--- src/rtl/cnt_vec_intc.sv ---
module cnt_vec_intc #(
  parameter int NSRC = 32,
  parameter int AW   = 12,
  parameter int DW   = 32
) (
  input  logic            clk,
  input  logic            rst_n,
  input  logic [NSRC-1:0] req_i,
  input  logic            bus_valid,
  input  logic            bus_write,
  input  logic [AW-1:0]   bus_offset,
  input  logic [DW-1:0]   bus_wdata,
  output logic [DW-1:0]   bus_rdata,
  output logic            bus_err,
  output logic            irq_o,
  output logic            fiq_o
);
  localparam int IDXW = (NSRC > 1) ? $clog2(NSRC) : 1;
  localparam int CW   = $clog2(NSRC + 1);
  localparam logic [AW-1:0] OFS_COUNT  = AW'(12'h000);
  localparam logic [AW-1:0] OFS_LOWEST = AW'(12'h004);
  localparam logic [AW-1:0] OFS_WIPE   = AW'(12'h008);
  localparam logic [AW-1:0] OFS_DIS    = AW'(12'h00C);
  localparam logic [AW-1:0] OFS_EN     = AW'(12'h010);

  logic [NSRC-1:0] sync1, sync2, prev;
  logic [NSRC-1:0] lvl, en, fiq_en;
  logic [CW-1:0]   cnt;

  logic wr, rd, do_wipe, do_en, do_dis, hit, idx_ok;
  logic [IDXW-1:0] idx;
  assign wr      = bus_valid &  bus_write;
  assign rd      = bus_valid & ~bus_write;
  assign do_wipe = wr && bus_offset == OFS_WIPE;
  assign do_dis  = wr && bus_offset == OFS_DIS;
  assign do_en   = wr && bus_offset == OFS_EN;
  assign hit     = (rd && (bus_offset == OFS_COUNT || bus_offset == OFS_LOWEST))
                 || do_wipe || do_dis || do_en;
  assign idx_ok  = bus_wdata < DW'(NSRC);
  assign idx     = bus_wdata[IDXW-1:0];

  logic [NSRC-1:0] rise, fall, lvl_n, en_n, act;
  assign rise  = sync2 & ~prev;
  assign fall  = ~sync2 & prev;
  assign lvl_n = do_wipe ? '0 : ((lvl | rise) & ~fall);
  assign act   = lvl & en;

  always_comb begin
    en_n = en;
    if (do_en && idx_ok)  en_n[idx] = 1'b1;
    if (do_dis && idx_ok) en_n[idx] = 1'b0;
  end

  function automatic logic [CW-1:0] popc(input logic [NSRC-1:0] v);
    logic [CW-1:0] s;
    s = '0;
    for (int i = 0; i < NSRC; i++) s = s + CW'(v[i]);
    return s;
  endfunction

  logic [CW-1:0] up, down, cnt_n;
  logic en_set, en_clr;
  assign up     = popc(rise & en);
  assign down   = popc(fall & lvl & en);
  assign en_set = do_en  && idx_ok && !en[idx] && lvl_n[idx];
  assign en_clr = do_dis && idx_ok &&  en[idx] && lvl_n[idx];
  assign cnt_n  = do_wipe ? '0 : (cnt + up + CW'(en_set) - down - CW'(en_clr));

  logic [IDXW-1:0] low_idx;
  always_comb begin
    low_idx = '0;
    for (int i = NSRC - 1; i >= 0; i--)
      if (act[i]) low_idx = IDXW'(i);
  end

  always_ff @(posedge clk or negedge rst_n) begin
    if (!rst_n) begin
      sync1 <= '0; sync2 <= '0; prev <= '0;
      lvl <= '0; en <= '0; fiq_en <= '0; cnt <= '0;
      bus_rdata <= '0; bus_err <= 1'b0;
    end else begin
      sync1  <= req_i;
      sync2  <= sync1;
      prev   <= sync2;
      lvl    <= lvl_n;
      en     <= en_n;
      fiq_en <= '0;
      cnt    <= cnt_n;
      bus_err <= bus_valid && !hit;
      if (rd && bus_offset == OFS_COUNT)
        bus_rdata <= DW'(cnt);
      else if (rd && bus_offset == OFS_LOWEST)
        bus_rdata <= DW'(low_idx);
      else
        bus_rdata <= '0;
    end
  end

  assign irq_o = |act;
  assign fiq_o = |(lvl & fiq_en);

  p_count_tracks_r2: assert property (@(posedge clk) disable iff (!rst_n)
    $countones(lvl & en) == int'(cnt));
  p_irq_matches_count_r7: assert property (@(posedge clk) disable iff (!rst_n)
    irq_o == (cnt != '0));
  p_fiq_idle_r8: assert property (@(posedge clk) disable iff (!rst_n) !fiq_o);
  p_wipe_clears_r6: assert property (@(posedge clk) disable iff (!rst_n)
    do_wipe |=> (lvl == '0 && cnt == '0 && $stable(en)));
  p_enable_sets_r4: assert property (@(posedge clk) disable iff (!rst_n)
    (do_en && idx_ok) |=> en[$past(idx)]);
  p_disable_clears_r5: assert property (@(posedge clk) disable iff (!rst_n)
    (do_dis && idx_ok) |=> !en[$past(idx)]);
  p_level_hold_r1: assert property (@(posedge clk) disable iff (!rst_n)
    (rise == '0 && fall == '0 && !do_wipe) |=> $stable(lvl));
  p_rdata_idle_r9: assert property (@(posedge clk) disable iff (!rst_n)
    !rd |=> bus_rdata == '0);
  p_err_zero_data_r10: assert property (@(posedge clk) disable iff (!rst_n)
    bus_err |-> bus_rdata == '0);
  p_lowest_empty_r3: assert property (@(posedge clk) disable iff (!rst_n)
    (rd && bus_offset == OFS_LOWEST && act == '0) |=> bus_rdata == '0);
endmodule

--- config.mk ---
export PLATFORM = sky130hd
export DESIGN_NAME = cnt_vec_intc
export DESIGN_NICKNAME = d
export VERILOG_FILES = /design/src/rtl/cnt_vec_intc.sv
export SDC_FILE = /design/constraint.sdc
export NUM_CORES = 1
export LEC_CHECK = 0
export ABC_AREA = 1
export BUFFER_PORTS_ARGS = -buffer_cell sky130_fd_sc_hd__clkbuf_2
export CORE_MARGIN = 10
export CORE_UTILIZATION = 30
export CTS_BUF_LIST = sky130_fd_sc_hd__clkbuf_16
export DETAILED_ROUTE_END_ITERATION = 10
export GPL_TIMING_DRIVEN = 0
export PLACE_DENSITY = 0.45
export SLEW_MARGIN = 20
export SYNTH_ARGS = -nofsm -noshare
export SYNTH_HDL_FRONTEND = slang
export SYNTH_SLANG_ARGS = --single-unit
--- constraint.sdc ---
create_clock -name clk -period 16.1 [get_ports clk]
set_clock_uncertainty 0.15 [all_clocks]
set_input_delay 4.025 -clock clk [delete_from_list [all_inputs] [get_ports clk]]
set_output_delay 4.025 -clock clk [all_outputs]
set_load 0.005 [all_outputs]
## Word level (Yosys, flattened, before mapping)

Cells that the tools add are included.

| cells by class | value |
|---|---|
| bitwise logic cells | 17 |
| multiplexer cells | 44 |
| equal/unequal tests | 4 |
| reductions and logical operators | 22 |
| $lt $le $gt $ge | 3 |
| shifts and indexed selects | 0 |
| divide/modulo/power cells | 0 |
| add/sub/neg operators | 66 |
| multiply operators | 0 |

Operator list:

| kind | number |
|---|---|
| adder 6 x 1 -> 6 bit | 53 |
| AND 32 bit | 8 |
| two-way mux 5 bit | 33 |
| NOT 32 bit | 4 |
| two-way mux 32 bit | 3 |
| bitwise OR 32 bit | 2 |
| less-than comparator 32 x 6 -> 1 bit (second input constant) | 1 |
| OR reduction 32 bit | 1 |
| == test 12 x 4 -> 1 bit (second input constant) | 2 |
| logical AND 1 bit | 14 |
| adder 5 x 1 -> 6 bit | 2 |
| == test 12 x 3 -> 1 bit (second input constant) | 1 |
| == test 12 x 5 -> 1 bit (second input constant) | 1 |
| logical NOT 12 bit | 1 |
| two-way mux 6 bit | 2 |
| adder 4 x 1 -> 5 bit | 2 |
| binary-select mux 1 bit (select 5 bit) | 2 |
| adder 3 x 1 -> 4 bit | 2 |
| adder 2 x 1 -> 3 bit | 2 |
| adder 6 bit | 1 |
| less-than comparator 5 x 6 -> 1 bit (second input constant) | 1 |
| subtractor 6 x 1 -> 6 bit | 1 |
| subtractor 6 bit | 1 |
| demux 1 bit (select 5 bit) | 1 |
| 7 further kinds | 15 |

| word-level totals | value |
|---|---|
| memories kept | 0 |
| latch bits | 0 |
| input port bits | 80 |
| bits in writable memories | 0 |
| ROM bits | 0 |
| output and inout bits | 35 |
| word-level logic and storage cells | 164 |
| flip-flop bits (word level) | 199 |

## Longest topological paths before layout

| depth | value |
|---|---|
| depth in word-level cells | 39 |
| gate-level depth with buffers | 38 |
| depth with buffers taken out | 37 |

## Least setup slack after synthesis

OpenSTA, ideal clock, no wires.

| timing path | value |
|---|---|
| kind | input port to flip-flop |
| start | input port bus_offset[7] |
| end | register cnt[5] |
| arrival | 10.799 ns |
| path slack | 5.026 ns |
| required time | 15.825 ns |
| library setup time | 0.125 ns |
| buffers on the path | 1 |
| cell stages on the path | 36 |
| path through | nor2_1 > nand2_1 > nor2_2 > nand3_2 > buf_2 > nand2_1 > inv_2 > a22o_1 > a221oi_1 > o2111ai_1 > nor3_2 > a2111oi_0 > fa_1 > fa_1 > fa_1 > inv_1 > fa_1 > inv_1 > fa_1 > inv_1 > fa_1 > fa_1 > inv_1 > fa_1 > inv_1 > ha_1 > a21oi_1 > inv_1 > a31oi_1 > nor2_1 > nor2_1 > inv_1 > a21oi_1 > inv_1 > o21ai_0 > a21oi_1 |

| on the way | value |
|---|---|
| cells in the longest elaborated chain, start to end | 10 |
| elaborated cells between the ends (all ways) | 19 |
| those cells by class | 3 x add/sub; 3 x eq/ne; 4 x mux; 9 x reduce/logical |

Ends and longest elaborated chain:

| element | RTL line | text |
|---|---|---|
| start: declaration | 11 | `input logic [AW-1:0] bus_offset,` |
| == test 12 x 4 -> 1 bit (*) | 34 | `assign do_wipe = wr && bus_offset == OFS_WIPE;` |
| logical AND 1 bit (*) | 34 |  |
| two-way mux 32 bit (*) | 45 | `assign lvl_n = do_wipe ? '0 : ((lvl \| rise) & ~fall);` |
| net lvl_n[9] | 42 | `logic [NSRC-1:0] rise, fall, lvl_n, en_n, act;` |
| binary-select mux 1 bit (select 5 bit) (*) | 65, 66 |  |
| two-way mux 1 bit (implied by the code) (*) | 65, 66 |  |
| logical AND 1 bit | 65 | `assign en_set = do_en && idx_ok && !en[idx] && lvl_n[idx];` |
| adder 6 x 1 -> 6 bit | 67 | `assign cnt_n = do_wipe ? '0 : (cnt + up + CW'(en_set) - down - CW'(en_clr));` |
| subtractor 6 bit | 67 |  |
| subtractor 6 x 1 -> 6 bit (*) | 67 |  |
| two-way mux 6 bit (*) | 67 |  |
| net cnt_n[5] | 61 | `logic [CW-1:0] up, down, cnt_n;` |
| end signal: assignment | 88 | `cnt <= cnt_n;` |
| end: declaration | 28 | `logic [CW-1:0] cnt;` |

The timed path passes the listed nets; every way through them passes the cells marked *. The select of a mux whose other input is x is not followed.

## Worst setup path in the final report

| timing path | value |
|---|---|
| start | input port bus_offset[11] |
| end | register cnt[5] |

The elaborated chain is that of the path after synthesis.

==> results.json <==
{
  "status": "completed",
  "timing.final.max_slew_violations": 0,
  "switchingPower_mw": 0.2547,
  "grt_antenna_before_repair": 0,
  "grt_pass1_vias": 7188,
  "number_of_buffers_created_by_cts": 17,
  "detail_route.wl_per_cell_um": 17.46,
  "sequential_area_share_after_synthesis_pct": 47.04,
  "dominantRegCellSynth": "dfrtp_1",
  "netlist-cell-type-count": 41,
  "effective_utilization_at_floorplan_pct": 30.25,
  "cp_slowest_cell": "fa_1",
  "post_route_cells_drive_above_1_share_pct": 14.30,
  "pwr_density_cell_nw_per_um2": 89.09,
  "postCtsResizedCells": 0,
  "setup.worst_path.start_class": "input port",
  "worst_slew_margin_rel_pct": 39.08,
  "area_growth_pct": 18.35,
  "vdd_drop_max_v": 0.00006360,
  "crit_type": "in2reg",
  "pin_count_of_the_biggest_net_entering_global_routing": 74,
  "clk_pin_slew_worst_paths_ns": 0.07,
  "final-hold-violation-count": 0,
  "grt_pass1_wl_mm": 42.08,
  "reg2reg_setup_slack_ns": 8.14,
  "floorplan.core_area_sq_um": 30430,
  "ant_cells": 0,
  "post_synth.cell_area_avg_sq_um": 9.140,
  "grt_setup_unrepaired": "false",
  "path_buf_inv": 11,
  "final.period_utilization_pct": 75.10,
  "postSynthCellCount": 1007,
  "io_buffers": 87,
  "maximum_number_of_buffers_from_clock_root_to_sink": 2,
  "detail_route.drc_violations": 0,
  "initialDrtViolationCount": 524,
  "power.switching_fraction_pct": 26.24,
  "leakage_nw": 5.563,
  "max_freq_mhz": 82.70,
  "cp_data_required_time_ns": 16.27,
  "cts_hold_buf": 0,
  "worst-endpoint-arrival_ns": 12.26,
  "register_bit_count_reported_by_yosys": 173,
  "overall_die_height_um": 195.2,
  "yosys.area.top_type": "dfrtp_1",
  "pwr-share-comb_pct": 7.2,
  "dieArea_sq_um": 38090,
  "number_of_enable_flip_flop_cells_after_synthesis": 0,
  "cts-root-buf": "clkbuf_16",
  "clock_sink_count": 173,
  "number_of_detailed_routing_iterations_run_before_antenna_repair": 5,
  "max_cap_viol_count": 0,
  "clock_latency_ns": 0.44,
  "worst_path_max_fanout": 10,
  "tritoncts": "done",
  "yosysMostFrequentCell": "inv_1",
  "power_internal_mw": 0.7158,
  "synth_top_cells_by_count": "inv_1, dfrtp_1, nor2_1",
  "tns_ns": 0,
  "timing.hold.worst.class": "reg2reg",
  "finalWeightedCongestion": 0.9049,
  "crit_path_end_kind": "flop",
  "ys_async_sr_fraction_pct": 100.0,
  "critPathTopFamily": "adder cells",
  "yosys-top-cells-area": "dfrtp_1, fa_1, inv_1",
  "power.clock.fraction_pct": 44.5,
  "syn_area_sq_um": 9204,
  "routed_via_density": 4.457,
  "die_width_um": 195.2,
  "std_cell_rows": 64,
  "final_period_minus_worst_setup_slack_ns": 12.09,
  "number_of_top_level_pins": 115,
  "gr-usage-all-layers_pct": 14.46,
  "worst_pin_slew_ns": 0.9068,
  "final_antenna_net_count": 0,
  "yosysTopAreaCellShare_pct": 47.04,
  "cts_max_level": 4,
  "nNetsFinal": 1295,
  "worst_path_largest_cell_delay_ns": 0.57,
  "timing.final.setup_violations": 0,
  "vias": 6908,
  "routed_wl_mm": 27.06,
  "part_of_the_power_in_registers_pct": 48.3,
  "ys_warn_count": 0,
  "dpl.hpwl_mm": 21.47,
  "post-cts-setup-buffer-count": 0,
  "p_total_mw": 0.9705,
  "grt_remaining_overflow": 0
}
-- metrics by stage --
stage	cells	setup WS, ns	utilization (%)	hold WS (ns)	cell area [sq um]
floorplan	1033	5.026	-	0.1812	9301
global placement	1516	3.573	33.63	0.1813	10230
detailed placement	1518	3.572	33.84	0.1847	10300
CTS	1550	4.018	35.80	0.2004	10890
global route	1550	3.452	35.80	0.2026	10890
finish	1550	4.009	35.80	0.1977	10890
-- registers in the layout, summed over array words and instances, names as in the netlist --
name	flops
bus_err	1
bus_rdata	6
cnt	6
en	32
lvl	32
prev	32
sync1	32
sync2	32
-- power by group through the flow --
stage	clock network [mW]	logic, mW	registers (mW)
final	0.432	0.0697	0.469
after global routing	0.464	0.0800	0.472
after CTS	0.447	0.0707	0.469
after detailed placement	0	0.0702	0.478
after global placement	0	0.0679	0.477
after floorplan	0	0.0368	0.474
-- layout by cell type, fill, tap and decap left out, drive strengths merged, types with 3 or more instances in the layout --
| master | instances |
|---|---|
| nor3b | 3 |
| a21oi | 97 |
| buf | 34 |
| a221oi | 7 |
| maj3 | 7 |
| nor2 | 151 |
| xnor2 | 4 |
| a22oi | 15 |
| dfrtp | 173 |
| nor3 | 22 |
| nand4 | 3 |
| nand3 | 27 |
| o21ai | 12 |
| fa | 61 |
| nor4 | 9 |
| and3 | 9 |
| clkbuf | 114 |
| nand2 | 147 |
| o22ai | 4 |
| ha | 13 |
| conb | 27 |
| clkinv | 3 |
| inv | 196 |
-- area by class of cell --
cell class | count | area (sq um)
Buffer | 42 | 261.5
Clock buffer | 17 | 425.4
Clock inverter | 15 | 171.4
Fill cell | 3150 | 19540
Inverter | 188 | 705.7
Multi-Input combinational cell | 630 | 4005
Sequential cell | 173 | 4329
Tap cell | 396 | 495.5
Timing Repair Buffer | 89 | 499.2
-- layer usage --
| metal | vias up | GRT usage [%] | routed length, um |
|---|---|---|---|
| met5 | - | 0 | 0 |
| met4 | 0 | 4.723 | 551 |
| met3 | 28 | 3.203 | 1442 |
| met2 | 183 | 22.53 | 12570 |
| met1 | 3317 | 19.50 | 12490 |
| li1 | 3380 | - | - |
-- path summary, 6_finish.rpt --
kind,end,from,cells after the start
worst max-delay path,cnt[5],bus_offset[11],36
worst min-delay path,sync2[20],sync1[20],0
worst max register to register,cnt[5],sync2[0],32
worst min register to register,sync2[20],sync1[20],0
max in group asynchronous,sync2[22],rst_n,3
min in group asynchronous,cnt[1],rst_n,1
-- cell families after synthesis --
logic type | count (synthesis) | share of synthesized area [%]
simple gates | 371 | 17.10
buf+inv | 230 | 10.51
flops | 173 | 47.04
compound gates | 147 | 9.136
fa+ha+maj | 81 | 15.80
xor+xnor | 4 | 0.3806
other cells | 1 | 0.04074
No activity file was read; power rests on OpenSTA's default activity.
